`config.mk`:
```
export PLATFORM = sky130hd
export DESIGN_NAME = cfg_bank_store
export DESIGN_NICKNAME = d
export VERILOG_FILES = /design/src/rtl/cfgb_pkg.sv /design/src/rtl/cfgb_regs.sv /design/src/rtl/cfgb_ram.sv /design/src/rtl/cfgb_ctrl.sv /design/src/rtl/cfg_bank_store.sv
export SDC_FILE = /design/constraint.sdc
export NUM_CORES = 2
export LEC_CHECK = 0
export BUFFER_PORTS_ARGS = -buffer_cell sky130_fd_sc_hd__buf_2
export CAP_MARGIN = 20
export CELL_PAD_IN_SITES_DETAIL_PLACEMENT = 1
export CELL_PAD_IN_SITES_GLOBAL_PLACEMENT = 2
export CORE_ASPECT_RATIO = 1.1
export CORE_MARGIN = 5
export CORE_UTILIZATION = 35
export CTS_CLUSTER_SIZE = 14
export DETAILED_ROUTE_END_ITERATION = 16
export GPL_ROUTABILITY_DRIVEN = 0
export PLACE_DENSITY_LB_ADDON = 0.1
export REMOVE_ABC_BUFFERS = 1
export SLEW_MARGIN = 20
export SYNTH_ARGS = -nofsm -noshare
export SYNTH_HDL_FRONTEND = slang
export SYNTH_HIERARCHICAL = 1
export SYNTH_SLANG_ARGS = --single-unit
```
`constraint.sdc`:
```
create_clock -name clk -period 9.8 [get_ports clk]
set_input_delay 1.96 -clock clk [delete_from_list [all_inputs] [get_ports clk]]
set_output_delay 1.96 -clock clk [all_outputs]
set_load 0.02 [all_outputs]
```
`src/rtl/cfgb_pkg.sv`:
```
package cfgb_pkg;
  typedef enum logic [2:0] {
    OP_REG_WR  = 3'd0,
    OP_REG_RD  = 3'd1,
    OP_PTR_SET = 3'd2,
    OP_RAM_WR  = 3'd3,
    OP_RAM_RD  = 3'd4,
    OP_SAVE    = 3'd5,
    OP_LOAD    = 3'd6,
    OP_CSUM    = 3'd7
  } cfgb_op_e;
endpackage

```
`src/rtl/cfgb_regs.sv`:
```
module cfgb_regs #(
  parameter int DW = 8,
  parameter int N = 16,
  parameter logic [DW-1:0] RST_VAL = '0,
  localparam int AW = $clog2(N)
) (
  input  logic          clk,
  input  logic          rst_n,
  input  logic          we,
  input  logic [AW-1:0] waddr,
  input  logic [DW-1:0] wdata,
  input  logic [AW-1:0] raddr,
  output logic [DW-1:0] rdata
);
  logic [DW-1:0] mem [N];

  always_ff @(posedge clk) begin
    if (!rst_n) begin
      for (int i = 0; i < N; i++) mem[i] <= RST_VAL;
    end else if (we) begin
      mem[waddr] <= wdata;
    end
  end

  assign rdata = mem[raddr];

  // a written byte is present at its index on the next cycle
  assert_reg_write_lands_R2: assert property (@(posedge clk) disable iff (!rst_n)
    we |=> mem[$past(waddr)] == $past(wdata));
endmodule

```
`src/rtl/cfgb_ram.sv`:
```
module cfgb_ram #(
  parameter int DW = 8,
  parameter int DEPTH = 128,
  localparam int AW = $clog2(DEPTH)
) (
  input  logic          clk,
  input  logic          rst_n,
  input  logic          we,
  input  logic [AW-1:0] waddr,
  input  logic [DW-1:0] wdata,
  input  logic [AW-1:0] raddr,
  output logic [DW-1:0] rdata
);
  logic [DW-1:0] mem [DEPTH];

  always_ff @(posedge clk) begin
    if (!rst_n) begin
      for (int i = 0; i < DEPTH; i++) mem[i] <= '0;
    end else if (we) begin
      mem[waddr] <= wdata;
    end
  end

  assign rdata = mem[raddr];

  // a store write lands at its address on the next cycle
  assert_ram_write_lands_R4: assert property (@(posedge clk) disable iff (!rst_n)
    we |=> mem[$past(waddr)] == $past(wdata));
endmodule

```
`src/rtl/cfgb_ctrl.sv`:
```
module cfgb_ctrl
  import cfgb_pkg::*;
#(
  parameter int DW = 8,
  parameter int N_REGS = 16,
  parameter int N_BANKS = 8,
  localparam int OW = $clog2(N_REGS),
  localparam int BW = $clog2(N_BANKS),
  localparam int AW = OW + BW,
  localparam int DEPTH = N_REGS * N_BANKS
) (
  input  logic          clk,
  input  logic          rst_n,
  input  logic          req_valid,
  output logic          req_ready,
  input  logic [2:0]    req_op,
  input  logic [AW-1:0] req_addr,
  input  logic [BW-1:0] req_bank,
  input  logic          req_all,
  input  logic [DW-1:0] req_data,
  output logic          rsp_valid,
  output logic [DW-1:0] rsp_data,
  output logic          busy,
  output logic          reg_we,
  output logic [OW-1:0] reg_waddr,
  output logic [DW-1:0] reg_wdata,
  output logic [OW-1:0] reg_raddr,
  input  logic [DW-1:0] reg_rdata,
  output logic          ram_we,
  output logic [AW-1:0] ram_waddr,
  output logic [DW-1:0] ram_wdata,
  output logic [AW-1:0] ram_raddr,
  input  logic [DW-1:0] ram_rdata
);
  cfgb_op_e      op;
  cfgb_op_e      job_q;
  logic          busy_q;
  logic          accept;
  logic          is_job;
  logic [AW-1:0] ptr_q;
  logic [AW-1:0] ptr_next;
  logic [AW-1:0] base_q;
  logic [AW-1:0] cnt_q;
  logic [AW-1:0] last_q;
  logic [AW-1:0] job_addr;
  logic [DW-1:0] acc_q;
  logic          job_end;

  assign op        = cfgb_op_e'(req_op);
  assign accept    = req_valid && !busy_q;
  assign req_ready = !busy_q;
  assign busy      = busy_q;
  assign is_job    = (op == OP_SAVE) || (op == OP_LOAD) || (op == OP_CSUM);
  assign job_addr  = base_q + cnt_q;
  assign job_end   = busy_q && (cnt_q == last_q);
  assign ptr_next  = (ptr_q == AW'(DEPTH - 1)) ? '0 : ptr_q + 1'b1;
  assign reg_raddr = busy_q ? cnt_q[OW-1:0] : req_addr[OW-1:0];
  assign ram_raddr = busy_q ? job_addr : ptr_q;

  always_comb begin
    reg_we    = 1'b0;
    reg_waddr = req_addr[OW-1:0];
    reg_wdata = req_data;
    ram_we    = 1'b0;
    ram_waddr = ptr_q;
    ram_wdata = req_data;
    if (busy_q) begin
      if (job_q == OP_SAVE) begin
        ram_we    = 1'b1;
        ram_waddr = job_addr;
        ram_wdata = reg_rdata;
      end else if (job_q == OP_LOAD) begin
        reg_we    = 1'b1;
        reg_waddr = cnt_q[OW-1:0];
        reg_wdata = ram_rdata;
      end
    end else if (accept) begin
      if (op == OP_REG_WR) reg_we = 1'b1;
      if (op == OP_RAM_WR) ram_we = 1'b1;
    end
  end

  always_ff @(posedge clk) begin
    if (!rst_n) begin
      busy_q    <= 1'b0;
      job_q     <= OP_REG_WR;
      ptr_q     <= '0;
      base_q    <= '0;
      cnt_q     <= '0;
      last_q    <= '0;
      acc_q     <= '0;
      rsp_valid <= 1'b0;
      rsp_data  <= '0;
    end else begin
      rsp_valid <= 1'b0;
      if (busy_q) begin
        cnt_q <= cnt_q + 1'b1;
        if (job_q == OP_CSUM) acc_q <= acc_q + ram_rdata;
        if (job_end) begin
          busy_q <= 1'b0;
          if (job_q == OP_CSUM) begin
            rsp_valid <= 1'b1;
            rsp_data  <= acc_q + ram_rdata;
          end
        end
      end else if (accept) begin
        case (op)
          OP_REG_RD: begin
            rsp_valid <= 1'b1;
            rsp_data  <= reg_rdata;
          end
          OP_PTR_SET: ptr_q <= req_addr;
          OP_RAM_WR:  ptr_q <= ptr_next;
          OP_RAM_RD: begin
            rsp_valid <= 1'b1;
            rsp_data  <= ram_rdata;
            ptr_q     <= ptr_next;
          end
          default: ;
        endcase
        if (is_job) begin
          busy_q <= 1'b1;
          job_q  <= op;
          cnt_q  <= '0;
          acc_q  <= '0;
          if (op == OP_CSUM && req_all) begin
            base_q <= '0;
            last_q <= AW'(DEPTH - 1);
          end else begin
            base_q <= {req_bank, OW'(0)};
            last_q <= AW'(N_REGS - 1);
          end
        end
      end
    end
  end

  // a response only follows an accepted read or the end of a job
  assert_rsp_source_R3: assert property (@(posedge clk) disable iff (!rst_n)
    rsp_valid |-> $past(busy_q) || $past(accept && (op == OP_REG_RD || op == OP_RAM_RD)));

  // a store access at the top address wraps the pointer to zero
  assert_ptr_wrap_R5: assert property (@(posedge clk) disable iff (!rst_n)
    (accept && (op == OP_RAM_WR || op == OP_RAM_RD) && ptr_q == AW'(DEPTH - 1)) |=> ptr_q == '0);

  // a sum writes neither the registers nor the store
  assert_csum_readonly_R8: assert property (@(posedge clk) disable iff (!rst_n)
    (busy_q && job_q == OP_CSUM) |-> !reg_we && !ram_we);

  // the pointer does not move while a job runs
  assert_ptr_frozen_R11: assert property (@(posedge clk) disable iff (!rst_n)
    busy_q |=> $stable(ptr_q));

  // a job that reaches its last byte releases the channel
  assert_job_release_R10: assert property (@(posedge clk) disable iff (!rst_n)
    job_end |=> req_ready);
endmodule

```
`src/rtl/cfg_bank_store.sv`:
```
module cfg_bank_store #(
  parameter int DATA_W = 8,
  parameter int N_REGS = 16,
  parameter int N_BANKS = 8,
  parameter logic [DATA_W-1:0] REG_RST = 8'h5A
) (
  input  logic                                  clk,
  input  logic                                  rst_n,
  input  logic                                  req_valid,
  output logic                                  req_ready,
  input  logic [2:0]                            req_op,
  input  logic [$clog2(N_REGS*N_BANKS)-1:0]     req_addr,
  input  logic [$clog2(N_BANKS)-1:0]            req_bank,
  input  logic                                  req_all,
  input  logic [DATA_W-1:0]                     req_data,
  output logic                                  rsp_valid,
  output logic [DATA_W-1:0]                     rsp_data,
  output logic                                  busy
);
  localparam int OW = $clog2(N_REGS);
  localparam int DEPTH = N_REGS * N_BANKS;
  localparam int AW = $clog2(DEPTH);

  logic              reg_we;
  logic [OW-1:0]     reg_waddr;
  logic [DATA_W-1:0] reg_wdata;
  logic [OW-1:0]     reg_raddr;
  logic [DATA_W-1:0] reg_rdata;
  logic              ram_we;
  logic [AW-1:0]     ram_waddr;
  logic [DATA_W-1:0] ram_wdata;
  logic [AW-1:0]     ram_raddr;
  logic [DATA_W-1:0] ram_rdata;

  cfgb_ctrl #(.DW(DATA_W), .N_REGS(N_REGS), .N_BANKS(N_BANKS)) u_ctrl (
    .clk(clk), .rst_n(rst_n),
    .req_valid(req_valid), .req_ready(req_ready), .req_op(req_op),
    .req_addr(req_addr), .req_bank(req_bank), .req_all(req_all), .req_data(req_data),
    .rsp_valid(rsp_valid), .rsp_data(rsp_data), .busy(busy),
    .reg_we(reg_we), .reg_waddr(reg_waddr), .reg_wdata(reg_wdata),
    .reg_raddr(reg_raddr), .reg_rdata(reg_rdata),
    .ram_we(ram_we), .ram_waddr(ram_waddr), .ram_wdata(ram_wdata),
    .ram_raddr(ram_raddr), .ram_rdata(ram_rdata)
  );

  cfgb_regs #(.DW(DATA_W), .N(N_REGS), .RST_VAL(REG_RST)) u_regs (
    .clk(clk), .rst_n(rst_n), .we(reg_we), .waddr(reg_waddr), .wdata(reg_wdata),
    .raddr(reg_raddr), .rdata(reg_rdata)
  );

  cfgb_ram #(.DW(DATA_W), .DEPTH(DEPTH)) u_ram (
    .clk(clk), .rst_n(rst_n), .we(ram_we), .waddr(ram_waddr), .wdata(ram_wdata),
    .raddr(ram_raddr), .rdata(ram_rdata)
  );
endmodule

```
==> impl_metrics.yaml <==
outcome:
  run_status: "completed"
global_routing:
  grt_first_pass_wirelength_um: 245000
  use_met1_pct: 27.3
  globalRouteOverflowTotal: 0
  via_count_of_the_first_global_routing_pass: 33800
  grt.met3_usage_pct: 2.55
  maximum_number_of_pins_on_one_net_before_global_route_repair: 135
  grt_antenna_before_repair: 10
  global_route.peak_usage_layer: "met2"
  grt_use_met2_pct: 33.3
  track_usage_pct: 19.9
synthesis:
  synth_commonest_cells: "1152 x sky130_fd_sc_hd__edfxtp_1, 1092 x sky130_fd_sc_hd__and2_1, 367 x sky130_fd_sc_hd__mux4_2"
  netlist_top_cells_area: "sky130_fd_sc_hd__edfxtp_1 62%, sky130_fd_sc_hd__mux4_2 15%, sky130_fd_sc_hd__and2_1 12%, sky130_fd_sc_hd__clkbuf_1 1.6%, sky130_fd_sc_hd__o21ai_0 1.5%"
  seq_area_frac_synth_pct: 63.3
  synth_most_common_cell: "sky130_fd_sc_hd__edfxtp_1"
  synthDominantCellAreaShare_pct: 61.9
  ys.flop_type: "sky130_fd_sc_hd__edfxtp_1"
  ys_seq_elements: 1192
  post_synth.cell_area_avg_um2: 15.2
  asyncSetResetFlopFracSynth_pct: 0
  synth_area_mm2: 0.0559
  synth_edf_count: 1152
  number_of_cells_produced_by_synthesis: 3678
  post-synth-top-area-cell: "sky130_fd_sc_hd__edfxtp_1"
  synth_warnings: 6
  synth_cell_types: 62
clocking:
  cts_post_setup_buffers_inserted: 0
  cts_tree: "done"
  number_of_buffers_created_by_cts: 137
  cts_resized: 0
  clock_tree.htree_level_count: 4
  largest_buffer_count_on_any_clock_path: 3
  clock_sink_count: 1192
  cts_root_buf: "sky130_fd_sc_hd__clkbuf_16"
  clkLatencyLatePin_ns: 0.78
  cts_hold_buf: 0
  clk_transition_reported_paths_ns: 0.07
timing:
  max_slew.worst_pin.slew_ns: 1.14
  finalCriticalPeriod_ns: 6.50
  fmax_mhz: 154
  setup_total_negative_slack_ns: 0
  fin_worst_skew_ns: 0.0257
  worst_slack_ns: 3.30
  setup_viol: 0
  timing_max_transition_violations_final: 0
  final_hold_viol_count: 0
  grt_setup_unrepaired: "no"
  final.period_utilization_pct: 66.3
  maxSlewHeadroom_pct: 23.0
worst_setup_path:
  worst-endpoint-arrival_ns: 7.15
  crit_path_end_kind: "flop"
  critical_path.max_fanout: 48
  startpoint_type: "flop"
  reg2reg_from: "u_ctrl/busy"
  worst-endpoint-required_ns: 10.45
  crit_path_start: "u_ctrl/busy"
  cpPeakStageDelay_ns: 0.64
  path_common_cell: "sky130_fd_sc_hd__mux4_2"
  cpMaxStageDelayCell: "sky130_fd_sc_hd__a221oi_1"
  worstSetupPathType: "flop to flop"
  crit_path_cell_chain: "buf_4, nand2_1, o21ai_4, buf_4, buf_16, mux4_2, mux4_2, mux4_2, mux2_2, ha_1, a21oi_1, o21ai_0, a221oi_1, mux2i_1, o221a_2"
detailed_routing:
  wl_um: 166000
  drt_pre_antenna_iters: 7
  drtAntennaViolNets: 0
  drc: 0
  drt-vias-per-instance: 5.34
  route.vias.total: 31400
  detailedRoute.firstIterationViolations: 2095
  routed_wire_length_per_instance_um: 28.3
layout:
  final_area_mm2: 0.0630
  seqCellArea_mm2: 0.0354
  synthToLayoutAreaGrowth_pct: 12.6
  area_of_the_multi_input_gates_mm2: 0.0194
  fillerInstances: 15700
  drive_above_1_share_pct: 20.6
  finalNetCount: 3713
floorplan:
  die_w_um: 391
  initial_core_util_pct: 35.3
  io_pins: 36
  die_h_um: 429
  fp.coreArea_mm2: 0.159
  placement_rows: 153
  design.die.area_mm2: 0.168
placed_design:
  place.port_buffers: 35
  place_area_mm2: 0.0586
  post-place-ws_ns: 3.02
  post-dp-hpwl_um: 105000
power:
  worst_ir_drop_vdd_uv: 179
  cellPowerDensity_mw_per_mm2: 185
  power.leakage_uw: 0.0213
min_path:
  min_from: "u_ctrl/acc_q[2]"
  hp-class: "flop to flop"
flow_run:
  maxCapViolations: 0
==> metrics by stage <==
step	total power [µW]	util (%)	cells	hold slack, ns
finish	11700	39.7	5884	0.466
global route	12100	39.7	5875	0.503
CTS	11900	39.7	5872	0.476
detailed placement	6820	37.0	5627	0.468
global placement	6800	37.0	5624	0.468
floorplan	6680	-	3378	0.436
==> power breakdown <==
group / internal [µW] / switching, µW
clock network: 2880 / 2100
logic: 333 / 570
registers: 5730 / 59.1
==> registers in the layout, summed over array words and instances (netlist names) <==
register / flops
u_ram/mem: 1024
u_ctrl/busy: 1
u_regs/mem: 128
u_ctrl/last_q: 2
u_ctrl/job_q: 3
u_ctrl/rsp_data: 8
u_ctrl/ptr_q: 7
u_ctrl/rsp_valid: 1
u_ctrl/base_q: 3
u_ctrl/cnt_q: 7
u_ctrl/acc_q: 8
==> logic make-up after synthesis <==
family          after synthesis  share of synthesized area [%]
simple gates               1486                           15.6
xor+xnor                      9                          0.141
mux                         411                           15.7
flops                      1192                           63.3
fa+ha+maj                    12                          0.295
compound gates              253                           2.58
buf+inv                     315                           2.33
==> path summary, 6_finish.rpt <==
path	endpoint	slack, ns	depth (start not counted)
setup / recovery	u_ctrl/rsp_data[7]	3.30	15
setup reg to reg	u_ctrl/rsp_data[7]	3.30	15
hold reg to reg	u_ctrl/acc_q[2]	0.47	2
hold / removal	u_ctrl/acc_q[2]	0.47	2
==> final cells by class <==
cell class,instances,area share (%)
multi-input combinational,2171,30.8
clock inverter,69,0.918
antenna,10,0.0397
timing repair buffer,159,1.90
inverter,15,0.0894
clock buffer,176,5.88
tap,2092,4.16
sequential,1192,56.2
==> cells in the final DEF, fill, tap and decap left out, types with 28 or more instances in the layout <==
cell type                   netlist  final
sky130_fd_sc_hd__dfxtp_1         40     39
sky130_fd_sc_hd__mux2_2          39     30
sky130_fd_sc_hd__edfxtp_1      1152   1152
sky130_fd_sc_hd__clkinv_1         1     28
sky130_fd_sc_hd__o21ai_0        162    105
sky130_fd_sc_hd__nand2_1         58     58
sky130_fd_sc_hd__and2_1        1092   1092
sky130_fd_sc_hd__buf_2           16     37
sky130_fd_sc_hd__clkbuf_16        0    143
sky130_fd_sc_hd__nor2_1         173    173
sky130_fd_sc_hd__mux4_2         367    367
sky130_fd_sc_hd__buf_4           16    115
sky130_fd_sc_hd__o21ai_1          0     50
sky130_fd_sc_hd__or3_1           50     49
sky130_fd_sc_hd__a21oi_1         29     29
sky130_fd_sc_hd__nand2b_1        29     29
sky130_fd_sc_hd__clkbuf_1       241     33
==> worst max-delay path: cells and delay by family (launching register included) <==
kind / cells / cell delay [ns]
adders and majority gates: 1 / 0.37
buffers and inverters: 3 / 1.29
and+or+nand+nor: 1 / 0.26
AOI/OAI and AO/OA: 5 / 1.91
muxes: 5 / 2.15
DFF: 1 / 0.31
==> routing by layer <==
metal	up-vias	wire, µm
met3	198	6290
met4	0	3880
met1	16900	74100
met2	654	82000
li1	13700	-
met5	-	0
Power figures use the tool's default switching activity.
